**src/rtl/bclk_pkg.sv**
```systemverilog
package bclk_pkg;
  localparam int NDOM   = 4;
  localparam int ADDR_W = 3;

  typedef enum logic [1:0] {
    DOM_CPU = 2'd0,
    DOM_HSB = 2'd1,
    DOM_PBA = 2'd2,
    DOM_PBB = 2'd3
  } dom_e;

  localparam logic [ADDR_W-1:0] A_CTRL = 3'd0;
  localparam logic [ADDR_W-1:0] A_MASK0 = 3'd1;
  localparam logic [ADDR_W-1:0] A_STAT = 3'd5;
endpackage

```
**src/rtl/bclk_cfg_regs.sv**
```systemverilog
module bclk_cfg_regs
  import bclk_pkg::*;
#(
  parameter int SEL_W  = 3,
  parameter int NMOD   = 32,
  parameter int DATA_W = 32,
  localparam int FLD_W = SEL_W + 1,
  localparam int SHW   = $clog2((1 << SEL_W) + 1),
  localparam int CTL_W = NDOM * FLD_W + 1
) (
  input  logic                           clk,
  input  logic                           rst,
  input  logic                           cfg_wr,
  input  logic [ADDR_W-1:0]              cfg_addr,
  input  logic [DATA_W-1:0]              cfg_wdata,
  output logic [DATA_W-1:0]              cfg_rdata,
  output logic                           pll_sel,
  output logic [NDOM-1:0][SHW-1:0]       shift_next,
  output logic [NDOM-1:0][NMOD-1:0]      mask
);
  logic [CTL_W-1:0]           ctrl_q;
  logic [NDOM-1:0][NMOD-1:0]  mask_q;
  logic                       err_q;
  logic [DATA_W-1:0]          rdata_q;
  logic [NDOM-1:0][SHW-1:0]   cand, cur;
  logic                       cand_ok, wr_ctrl, accept;
  logic [DATA_W-1:0]          rd_mux;

  function automatic logic [SHW-1:0] fld_shift(input logic [FLD_W-1:0] f);
    return f[FLD_W-1] ? SHW'(f[SEL_W-1:0]) + SHW'(1) : '0;
  endfunction

  always_comb begin
    for (int d = 0; d < NDOM; d++) begin
      cand[d] = fld_shift(cfg_wdata[d*FLD_W +: FLD_W]);
      cur[d]  = fld_shift(ctrl_q[d*FLD_W +: FLD_W]);
    end
    cand_ok = (cand[DOM_CPU] <= cand[DOM_HSB]) &&
              (cand[DOM_HSB] <= cand[DOM_PBA]) &&
              (cand[DOM_HSB] <= cand[DOM_PBB]);
    wr_ctrl    = cfg_wr && (cfg_addr == A_CTRL);
    accept     = wr_ctrl && cand_ok;
    shift_next = accept ? cand : cur;
  end

  always_comb begin
    rd_mux = '0;
    if (cfg_addr == A_CTRL) rd_mux = DATA_W'(ctrl_q);
    if (cfg_addr == A_STAT) rd_mux = DATA_W'(err_q);
    for (int d = 0; d < NDOM; d++)
      if (cfg_addr == A_MASK0 + ADDR_W'(d)) rd_mux = DATA_W'(mask_q[d]);
  end

  always_ff @(posedge clk) begin
    if (rst) begin
      ctrl_q  <= '0;
      mask_q  <= '1;
      err_q   <= 1'b0;
      rdata_q <= '0;
    end else begin
      rdata_q <= rd_mux;
      if (accept) ctrl_q <= cfg_wdata[CTL_W-1:0];
      if (wr_ctrl && !cand_ok) err_q <= 1'b1;
      else if (cfg_wr && cfg_addr == A_STAT && cfg_wdata[0]) err_q <= 1'b0;
      for (int d = 0; d < NDOM; d++)
        if (cfg_wr && cfg_addr == A_MASK0 + ADDR_W'(d))
          mask_q[d] <= cfg_wdata[NMOD-1:0];
    end
  end

  assign cfg_rdata = rdata_q;
  assign pll_sel   = ctrl_q[CTL_W-1];
  assign mask      = mask_q;


  reject_hold_chk: assert property (@(posedge clk) disable iff (rst)
    (wr_ctrl && !cand_ok) |=> ($stable(ctrl_q) && err_q));


  sticky_err_chk: assert property (@(posedge clk) disable iff (rst)
    $fell(err_q) |-> $past(cfg_wr && cfg_addr == A_STAT && cfg_wdata[0]));
endmodule

```
**src/rtl/bclk_divider.sv**
```systemverilog
module bclk_divider
  import bclk_pkg::*;
#(
  parameter int SEL_W = 3,
  localparam int SHW   = $clog2((1 << SEL_W) + 1),
  localparam int CNT_W = 1 << SEL_W
) (
  input  logic                     clk,
  input  logic                     rst,
  input  logic                     main_tick,
  input  logic [NDOM-1:0][SHW-1:0] shift_next,
  output logic [NDOM-1:0]          tick_d,
  output logic [NDOM-1:0]          dom_tick
);
  logic [CNT_W-1:0]          cnt_q;
  logic [NDOM-1:0][SHW-1:0]  act_q;
  logic [NDOM-1:0]           tick_q;
  logic                      common;

  always_comb begin
    logic [CNT_W-1:0] lowm;
    for (int d = 0; d < NDOM; d++) begin
      lowm      = ~({CNT_W{1'b1}} << act_q[d]);
      tick_d[d] = main_tick && ((cnt_q & lowm) == lowm);
    end
    common = main_tick && (&cnt_q);
  end

  always_ff @(posedge clk) begin
    if (rst) begin
      cnt_q  <= '0;
      act_q  <= '0;
      tick_q <= '0;
    end else begin
      if (main_tick) cnt_q <= cnt_q + CNT_W'(1);
      if (common) act_q <= shift_next;
      tick_q <= tick_d;
    end
  end

  assign dom_tick = tick_q;


  common_edge_chk: assert property (@(posedge clk) disable iff (rst)
    !$stable(act_q) |-> (&tick_q));


  order_kept_chk: assert property (@(posedge clk) disable iff (rst)
    (act_q[DOM_CPU] <= act_q[DOM_HSB]) && (act_q[DOM_HSB] <= act_q[DOM_PBA]) &&
    (act_q[DOM_HSB] <= act_q[DOM_PBB]));
endmodule

```
**src/rtl/bclk_gate.sv**
```systemverilog
module bclk_gate
  import bclk_pkg::*;
#(
  parameter int NMOD = 32
) (
  input  logic                      clk,
  input  logic                      rst,
  input  logic [NDOM-1:0]           tick_d,
  input  logic [NDOM-1:0]           dom_tick,
  input  logic [NDOM-1:0][NMOD-1:0] mask,
  output logic [NDOM-1:0][NMOD-1:0] mod_en
);
  for (genvar d = 0; d < NDOM; d++) begin : g_dom
    logic [NMOD-1:0] en_q;
    always_ff @(posedge clk) begin
      if (rst) en_q <= '0;
      else     en_q <= tick_d[d] ? mask[d] : '0;
    end
    assign mod_en[d] = en_q;


    gated_pulse_chk: assert property (@(posedge clk) disable iff (rst)
      (en_q != '0) |-> dom_tick[d]);
  end
endmodule

```
**src/rtl/bclk_prescaler.sv**
```systemverilog
module bclk_prescaler
  import bclk_pkg::*;
#(
  parameter int SEL_W  = 3,
  parameter int NMOD   = 32,
  parameter int DATA_W = 32,
  localparam int SHW   = $clog2((1 << SEL_W) + 1)
) (
  input  logic              clk,
  input  logic              rst,
  input  logic              osc_tick,
  input  logic              pll_tick,
  input  logic              cfg_wr,
  input  logic [ADDR_W-1:0] cfg_addr,
  input  logic [DATA_W-1:0] cfg_wdata,
  output logic [DATA_W-1:0] cfg_rdata,
  output logic [NDOM-1:0]   dom_tick,
  output logic [NMOD-1:0]   cpu_mod_en,
  output logic [NMOD-1:0]   hsb_mod_en,
  output logic [NMOD-1:0]   pba_mod_en,
  output logic [NMOD-1:0]   pbb_mod_en
);
  logic                      pll_sel, main_tick;
  logic [NDOM-1:0][SHW-1:0]  shift_next;
  logic [NDOM-1:0][NMOD-1:0] mask, mod_en;
  logic [NDOM-1:0]           tick_d;

  assign main_tick = pll_sel ? pll_tick : osc_tick;

  bclk_cfg_regs #(.SEL_W(SEL_W), .NMOD(NMOD), .DATA_W(DATA_W)) u_cfg (
    .clk(clk), .rst(rst), .cfg_wr(cfg_wr), .cfg_addr(cfg_addr),
    .cfg_wdata(cfg_wdata), .cfg_rdata(cfg_rdata), .pll_sel(pll_sel),
    .shift_next(shift_next), .mask(mask)
  );

  bclk_divider #(.SEL_W(SEL_W)) u_div (
    .clk(clk), .rst(rst), .main_tick(main_tick), .shift_next(shift_next),
    .tick_d(tick_d), .dom_tick(dom_tick)
  );

  bclk_gate #(.NMOD(NMOD)) u_gate (
    .clk(clk), .rst(rst), .tick_d(tick_d), .dom_tick(dom_tick),
    .mask(mask), .mod_en(mod_en)
  );

  assign cpu_mod_en = mod_en[DOM_CPU];
  assign hsb_mod_en = mod_en[DOM_HSB];
  assign pba_mod_en = mod_en[DOM_PBA];
  assign pbb_mod_en = mod_en[DOM_PBB];
endmodule

```
**config.mk**
```make
export PLATFORM = sky130hd
export DESIGN_NAME = bclk_prescaler
export DESIGN_NICKNAME = d
export VERILOG_FILES = /design/src/rtl/bclk_pkg.sv /design/src/rtl/bclk_cfg_regs.sv /design/src/rtl/bclk_divider.sv /design/src/rtl/bclk_gate.sv /design/src/rtl/bclk_prescaler.sv
export SDC_FILE = /design/constraint.sdc
export NUM_CORES = 1
export LEC_CHECK = 0
export BUFFER_PORTS_ARGS = -buffer_cell sky130_fd_sc_hd__buf_2
export CORE_MARGIN = 4
export CORE_UTILIZATION = 55
export CTS_BUF_LIST = sky130_fd_sc_hd__clkbuf_8
export DETAILED_ROUTE_END_ITERATION = 8
export PLACE_DENSITY = 0.82
export SKIP_CTS_REPAIR_TIMING = 1
export SLEW_MARGIN = 20
export SYNTH_ARGS = -nofsm -noshare
export SYNTH_HDL_FRONTEND = slang
export SYNTH_SLANG_ARGS = --single-unit
```
**constraint.sdc**
```tcl
create_clock -name clk -period 4.4 [get_ports clk]
set_clock_uncertainty 0.1 [all_clocks]
set_input_delay 0.88 -clock clk [delete_from_list [all_inputs] [get_ports clk]]
set_output_delay 0.88 -clock clk [all_outputs]
set_load 0.005 [all_outputs]
```
==> results.md, run 1 <==
* Outcome: complete, no violations
* Fraction of layout cells with a size suffix above 1 at 0.220
* Worst skew pair latency at 0.60 ns
* Final hold viol count at 0
* Vias per cell at 5.60
* CP Launch Type: primary input
* Sequential area share after synthesis at 0.512
* Worst-path clk slew at 0.06 ns
* Synth Net Count at 1,463
* Nets at ~1,600
* Chip width at 162 µm
* P_int at 4.93 mW
* Worst slew pin tran at 0.877 ns
* Worst Hold Class: flop to flop
* Crit path DAT at 3.69 ns
* Post-synth cell types at 55
* TritonCTS clock tree: built
* M3 GR Usage at 0.0546
* Commonest cells after routing, fill and taps aside: 334 x dfxtp_1, 298 x nand2_1, 202 x buf_2
* Largest net degree at the start of global routing at approximately 90
* Fmax at around 300 MHz
* Drt pass-1 iters at 8
* DR vias at about 11,000
* Psw at ~1.6 mW
* CP Capture Type: flop
* Clock sinks at ~330
* FP Rows at 56
* Clock buffer depth at 3
* Post-DR wirelength/cell at between 15 and 20 µm
* Combinational group share of total power at 0.095
* Slew Limit Fails at 0
* Max-cap violations at 0
* Final min period at 3.38 ns
* Post-synthesis instance area at 13,100 µm²
* Initial antenna violation count at 4
* GRT busiest layer: met2
* Global-route wire length before repair at 58,900 µm
* Sw Share at 0.248
* Design Power at about 6.6 mW
* #FFs+latches synth at 334
* GR Util met1 at 0.363
* Final wirelength at 38,200 µm
* Clock network fraction of total power at 0.411
* CTS H-Tree Depth at 2
* Cts bufs inserted at 50
* DIE AREA at 26,300 µm²
* Leak Pwr at 6.95 nW
* Setup CP Type: primary input to flop
* # DRC at 0
* Main flop type after synthesis: dfxtp_1
* RSZ-0062 raised after global routing: no
* Die H at 162 µm
* Setup TNS at 0 ns
* Hold depth at 1
* GPL Wtd Cong at between 0.9 and 1
* Final period util at 0.769
* Fillers at about 1,900
* Worst-path fanout max at 18
* R2R cell count at 6
* Register area at between 6000 and 7000 µm²
* CTS root buffer: clkbuf_8
* Slew HR at 0.398
* Vias in the first global route at 10,669
* Async SR Flop Fraction at 0
* Met2 Resource Use GR at 0.463
* Yosys Warn Count at 0
* Dpl cells at between 1,500 and 2,000
* Sequential share of power at 0.494
* Remaining antenna violation count at 0
* Final setup viols at 0
* Required @ worst endpoint at 4.71 ns
* PortBufs at 203
* Dpl hpwl at 25,000 µm
* GRT Resource Usage Total at 0.281
* Core box area at 23,400 µm²
* Initial Util at 0.558
* Max VDD drop at roughly 0.00026 V
* Post-synth EDFFs at 0
* Area Growth Syn to Fin at 18.0%
* Post-Synthesis Cells at 1,408
* Overflow after GRT at 0
* Initial DRC count at 806
* Commonest non-fill, non-tap cell in the layout: dfxtp_1
* Top Ports at 204
* Non-filler cells in the finished layout at 1,952
* Syn Area/Cell at between 9 and 10 µm²
* Pwr dens at between 400 and 500 nW/µm²
* Multi-input gate area at a little under 6000 µm²
-- kinds of logic (layout without fill, tap and decap cells) --
| family | Yosys count | in the layout | share of synthesized area |
|---|---|---|---|
| flops | 334 | 334 | 0.512 |
| simple gates | 731 | 731 | 0.291 |
| xor+xnor | 17 | 17 | 0.0114 |
| compound gates | 142 | 142 | 0.0771 |
| fa+ha+maj | 15 | 15 | 0.0144 |
| other cells | 0 | 3 | 0 |
| mux | 52 | 52 | 0.0568 |
| buf+inv | 117 | 339 | 0.0379 |
-- metrics by stage --
stage          worst slack (ns)   util  hold slack (ns)  instance area (µm²)
3_3_place_gp              0.600  0.612            0.360                14300
6_report                   1.02  0.659            0.379                15400
5_1_grt                   0.911  0.659            0.394                15400
4_1_cts                    1.13  0.659            0.381                15400
2_1_floorplan              1.27      -            0.346                13100
3_5_place_dp              0.530  0.612            0.368                14300
-- path summary, 6_finish.rpt --
kind,slack [ns],to,start
worst min-delay path,0.38,u_gate.g_dom[3].en_q[17],u_cfg.mask[113]
worst min register to register,0.38,u_gate.g_dom[3].en_q[17],u_cfg.mask[113]
worst max register to register,1.52,u_div.act_q[8],u_cfg.ctrl_q[16]
worst max-delay path,1.02,u_div.act_q[7],cfg_wdata[4]
-- per-layer routing --
metal | part of all wire | routed length [µm]
met1 | 0.41 | 15800
met3 | 0.082 | 3120
met5 | 0.00031 | 12
met4 | 0.038 | 1440
met2 | 0.47 | 17900
-- state kept, by name (all words and copies together), names as in the netlist --
| register | flops |
|---|---|
| u_div.act_q | 16 |
| u_cfg.err_q | 1 |
| u_div.cnt_q | 8 |
| u_div.dom_tick | 4 |
| u_cfg.cfg_rdata | 32 |
| u_gate.g_dom.en_q | 128 |
| u_cfg.ctrl_q | 17 |
| u_cfg.mask | 128 |
-- power groups by stage --
stage	logic [mW]	clock network (mW)	registers, mW
floorplan	0.357	0	3.29
global placement	0.602	0	3.30
detailed placement	0.612	0	3.30
CTS	0.619	2.73	3.24
global route	0.676	2.86	3.25
finish	0.623	2.69	3.24
-- area by class of cell --
| cell class | instances | area share |
|---|---|---|
| multi-input combinational | 957 | 0.384 |
| inverter | 12 | 0.00292 |
| sequential | 334 | 0.434 |
| clock buffer | 64 | 0.0571 |
| timing repair buffer | 236 | 0.0821 |
| tap | 319 | 0.0259 |
| antenna | 3 | 0.000487 |
| clock inverter | 27 | 0.0140 |
-- Yosys cell counts, types with 3 or more instances --
cell	instances	area, µm²
o22ai_1	7	43.8
mux2_2	17	191
buf_1	5	18.8
ha_1	15	188
buf_2	11	55.1
a31oi_1	15	93.8
a22oi_1	31	233
xnor2_1	5	43.8
xor2_1	12	105
clkbuf_1	83	312
nand4_1	12	75.1
nand2b_1	43	269
dfxtp_1	334	6690
nor3_1	4	20.0
nor2b_1	4	25.0
a22o_1	3	26.3
nand2_1	298	1120
nand3_1	6	30.0
buf_4	3	22.5
and2_1	133	832
o21ai_0	12	60.1
nor2_1	82	308
o211ai_1	4	30.0
and3_1	7	43.8
mux2i_1	19	190
mux4_2	16	360
a311o_1	14	140
inv_1	11	41.3
nand3b_1	129	968
a21oi_1	28	140
a211oi_1	3	22.5
o21a_1	3	22.5
a311oi_1	11	96.3
-- worst max-delay path: stages --
cell,delay [ns]
buf_2,0.16
ha_1,0.31
nand2_1,0.15
inv_1,0.10
ha_1,0.33
o21ai_0,0.10
a22o_1,0.19
a222oi_1,0.36
buf_4,0.29
and3_1,0.61
a311oi_1,0.21
No activity file was read; power rests on OpenSTA's default activity.
==> run 2: changes to the inputs <==
--- a/config.mk
+++ b/config.mk
@@ -5,6 +5,7 @@
 export SDC_FILE = /design/constraint.sdc
 export NUM_CORES = 1
 export LEC_CHECK = 0
+export ABC_AREA = 1
 export BUFFER_PORTS_ARGS = -buffer_cell sky130_fd_sc_hd__buf_2
 export CORE_MARGIN = 4
 export CORE_UTILIZATION = 55
==> constraint.sdc (replaced) <==
create_clock -name clk -period 3.4 [get_ports clk]
set_clock_uncertainty 0.1 [all_clocks]
set_input_delay 0.68 -clock clk [delete_from_list [all_inputs] [get_ports clk]]
set_output_delay 0.68 -clock clk [all_outputs]
set_load 0.005 [all_outputs]
==> run 2 against run 1 <==
Net effect:
- first-iteration DRC count rose by 12%
- final cell count rose by 2.2%
- clock power rose by 17%
- critical path depth rose by 5
- via count fell by 0.92%
- synthesized area fell by 5.8%
- utilization rose by 0.31 points
- hold slack got worse by 0.10 ns
- register-to-register slack got worse by 0.31 ns
- highest routed layer is now met4
==> results.md, run 2 <==
* Core box area at 21,900 µm²
* TritonCTS clock tree: built
* Placed Instance Area at between 10,000 and 15,000 µm²
* Worst-path fanout max at 36
* Synth cell count leaders: 334 x dfxtp_1, 222 x inv_1, 220 x nand2_1, 180 x nor2_1
* Dpl cells at 1,908
* Outcome: complete, no violations
* Worst-path clk slew at 0.06 ns
* Initial Util at 0.562
* Initial antenna violation count at 0
* Hold depth at 3
* Core Util, Final at 0.662
* DIE AREA at between 20,000 and 25,000 µm²
* CP Launch Type: primary input
* Clock buffer depth at 3
* Slew HR at 0.497
* # DRC at 0
* Top Ports at 204
* R2R cell count at 8
* FP Rows at 54
* Die H at 158 µm
* GPL Wtd Cong at about 0.97
* Top cells by area, synth: dfxtp_1 54%, inv_1 6.8%, nand2_1 6.7%, o211ai_1 5.7%, nor2_1 5.5%
* Global-route wire length before repair at 53,300 µm
* Setup TNS at 0 ns
* Fmax at approximately 410 MHz
* #FFs+latches synth at 334
* Yosys Warn Count at 0
* Initial DRC count at 900
* CTS root buffer: clkbuf_8
* Cell chain of the critical path: buf_2 -> ha_1 -> nand2_1 -> inv_1 -> ha_1 -> o21ai_1 -> o21bai_1 -> nor2_4 -> inv_1 -> nand2_1 -> nand4_2 -> buf_4 -> nand2_1 -> nand3_1 -> nand2_1 -> inv_1
* Remaining antenna violation count at 0
* Syn Area/Cell at slightly above 8 µm²
* Crit path DAT at ~2.8 ns
* DR vias at 10,837
* Slew Limit Fails at 0
* Fillers at approximately 1,800
* Non-filler cells in the finished layout at 1,994
* Worst skew pair latency at 0.57 ns
* Max VDD drop at about 0.00036 V
* Register area at 6690 µm²
* CTS H-Tree Depth at 2
* Required @ worst endpoint at 3.74 ns
* CP max stage cell: ha_1
* Main flop type after synthesis: dfxtp_1
* Vias per cell at 5.43
* RSZ-0062 raised after global routing: no
* Post-synthesis instance area at 12,300 µm²
* Fraction of layout cells with a size suffix above 1 at 0.194
* Post-synth cell types at 38
* Area share of the largest cell type after synthesis at 0.543
* Multi-input gate area at 4370 µm²
* Synth Net Count at between 1,500 and 2,000
* Async SR Flop Fraction at 0
* Post-synth EDFFs at 0
* Sequential area share after synthesis at 0.543
* Final hold viol count at 0
* Synth area leader: dfxtp_1
* Pwr dens at about 560 nW/µm²
* Post-DR wirelength/cell at 16.7 µm
* Antenna diodes at 0
* Final wirelength at 33,200 µm
* Area Growth Syn to Fin at 17.8%
* Worst path max stage delay at around 0.30 ns
* Commonest non-fill, non-tap cell in the layout: dfxtp_1
* Largest net degree at the start of global routing at 55
* Clock sinks at between 300 and 400
* Vias in the first global route at 10,540
* Final period util at 0.717
* PortBufs at 203
* Final min period at roughly 2.4 ns
* Cts bufs inserted at 50
* Drt pass-1 iters at 5
* Final setup viols at 0
* Chip width at roughly 160 µm
* Commonest cells after routing, fill and taps aside: 334 x dfxtp_1, 236 x inv_1, 220 x nand2_1
* Worst slew pin tran at 0.753 ns
* Crit-path most repeated cell: nand2_1
* Nets at 1,735
* Setup CP Type: primary input to flop
* Most frequent cell after synthesis: dfxtp_1
* Dpl hpwl at 22,500 µm
* Worst Hold Class: primary input to flop
* Final instance area at roughly 14,000 µm²
* Overflow after GRT at 0
* Leak Pwr at 7.48 nW
* GRT Resource Usage Total at 0.266
* CP Capture Type: flop
* Post-Synthesis Cells at 1,490
* Max-cap violations at 0
==> run 2: changes by cell type after synthesis, moves of 31 or more <==
cell	previous run	this run
a21oi_1	28	94
nor2_1	82	180
nand2b_1	43	0
nand3_1	6	39
o21ai_0	12	56
o211ai_1	4	94
nand3b_1	129	0
clkbuf_1	83	52
a22oi_1	31	0
inv_1	11	222
nand2_1	298	220
and2_1	133	0
==> run 2: critical path: cells and delay by family <==
kind	cells	cell delay, ns
buffers and inverters	5	0.58
and+or+nand+nor	7	0.64
AOI/OAI and AO/OA	2	0.28
adders and majority gates	2	0.59
==> run 2: worst paths after layout <==
path,startpoint,endpoint,slack (ns)
max,cfg_wdata[4],u_div.act_q[3],0.96
min,cfg_wdata[26],u_cfg.mask[90],0.28
max reg2reg,u_div.cnt_q[0],u_gate.g_dom[3].en_q[7],1.21
min reg2reg,u_cfg.mask[45],u_gate.g_dom[1].en_q[13],0.35
==> run 2: report_power, final <==
group / switching, mW / internal (mW) / leakage [nW]
Sequential: 0.0734 / 4.12 / 2.75
Clock: 1.48 / 1.67 / 0.564
Combinational: 0.481 / 0.269 / 4.17
Total: 2.03 / 6.06 / 7.48
==> run 2: stage by stage <==
stage	power [mW]	hold WS [ns]	setup slack (ns)
4_1_cts	8.14	0.245	1.00
3_5_place_dp	5.01	0.340	0.424
2_1_floorplan	4.69	0.325	0.907
5_1_grt	8.42	0.262	0.762
6_report	8.09	0.276	0.962
3_3_place_gp	4.99	0.340	0.557
==> run 2: cell families (layout without fill, tap and decap cells) <==
| logic type | count (synthesis) | in the layout | share of synthesized area |
|---|---|---|---|
| simple gates | 476 | 476 | 0.161 |
| compound gates | 343 | 343 | 0.176 |
| flops | 334 | 334 | 0.543 |
| buf+inv | 321 | 545 | 0.103 |
| fa+ha+maj | 15 | 15 | 0.0153 |
| xor+xnor | 1 | 1 | 0.000712 |
==> run 2: layer usage <==
layer / track usage / up-vias / part of all wire
met2: 0.430 / 505 / 0.46
met4: 0.0959 / 0 / 0.032
met1: 0.357 / 5022 / 0.42
met3: 0.0539 / 77 / 0.094
met5: 0 / - / 0
li1: - / 5233 / -
==> run 2: cell type report <==
class / instances / share of cell area
Clock buffer: 60 / 0.0570
Clock inverter: 26 / 0.0104
Inverter: 233 / 0.0604
Multi-Input combinational cell: 835 / 0.301
Sequential cell: 334 / 0.461
Tap cell: 280 / 0.0242
Timing Repair Buffer: 226 / 0.0855
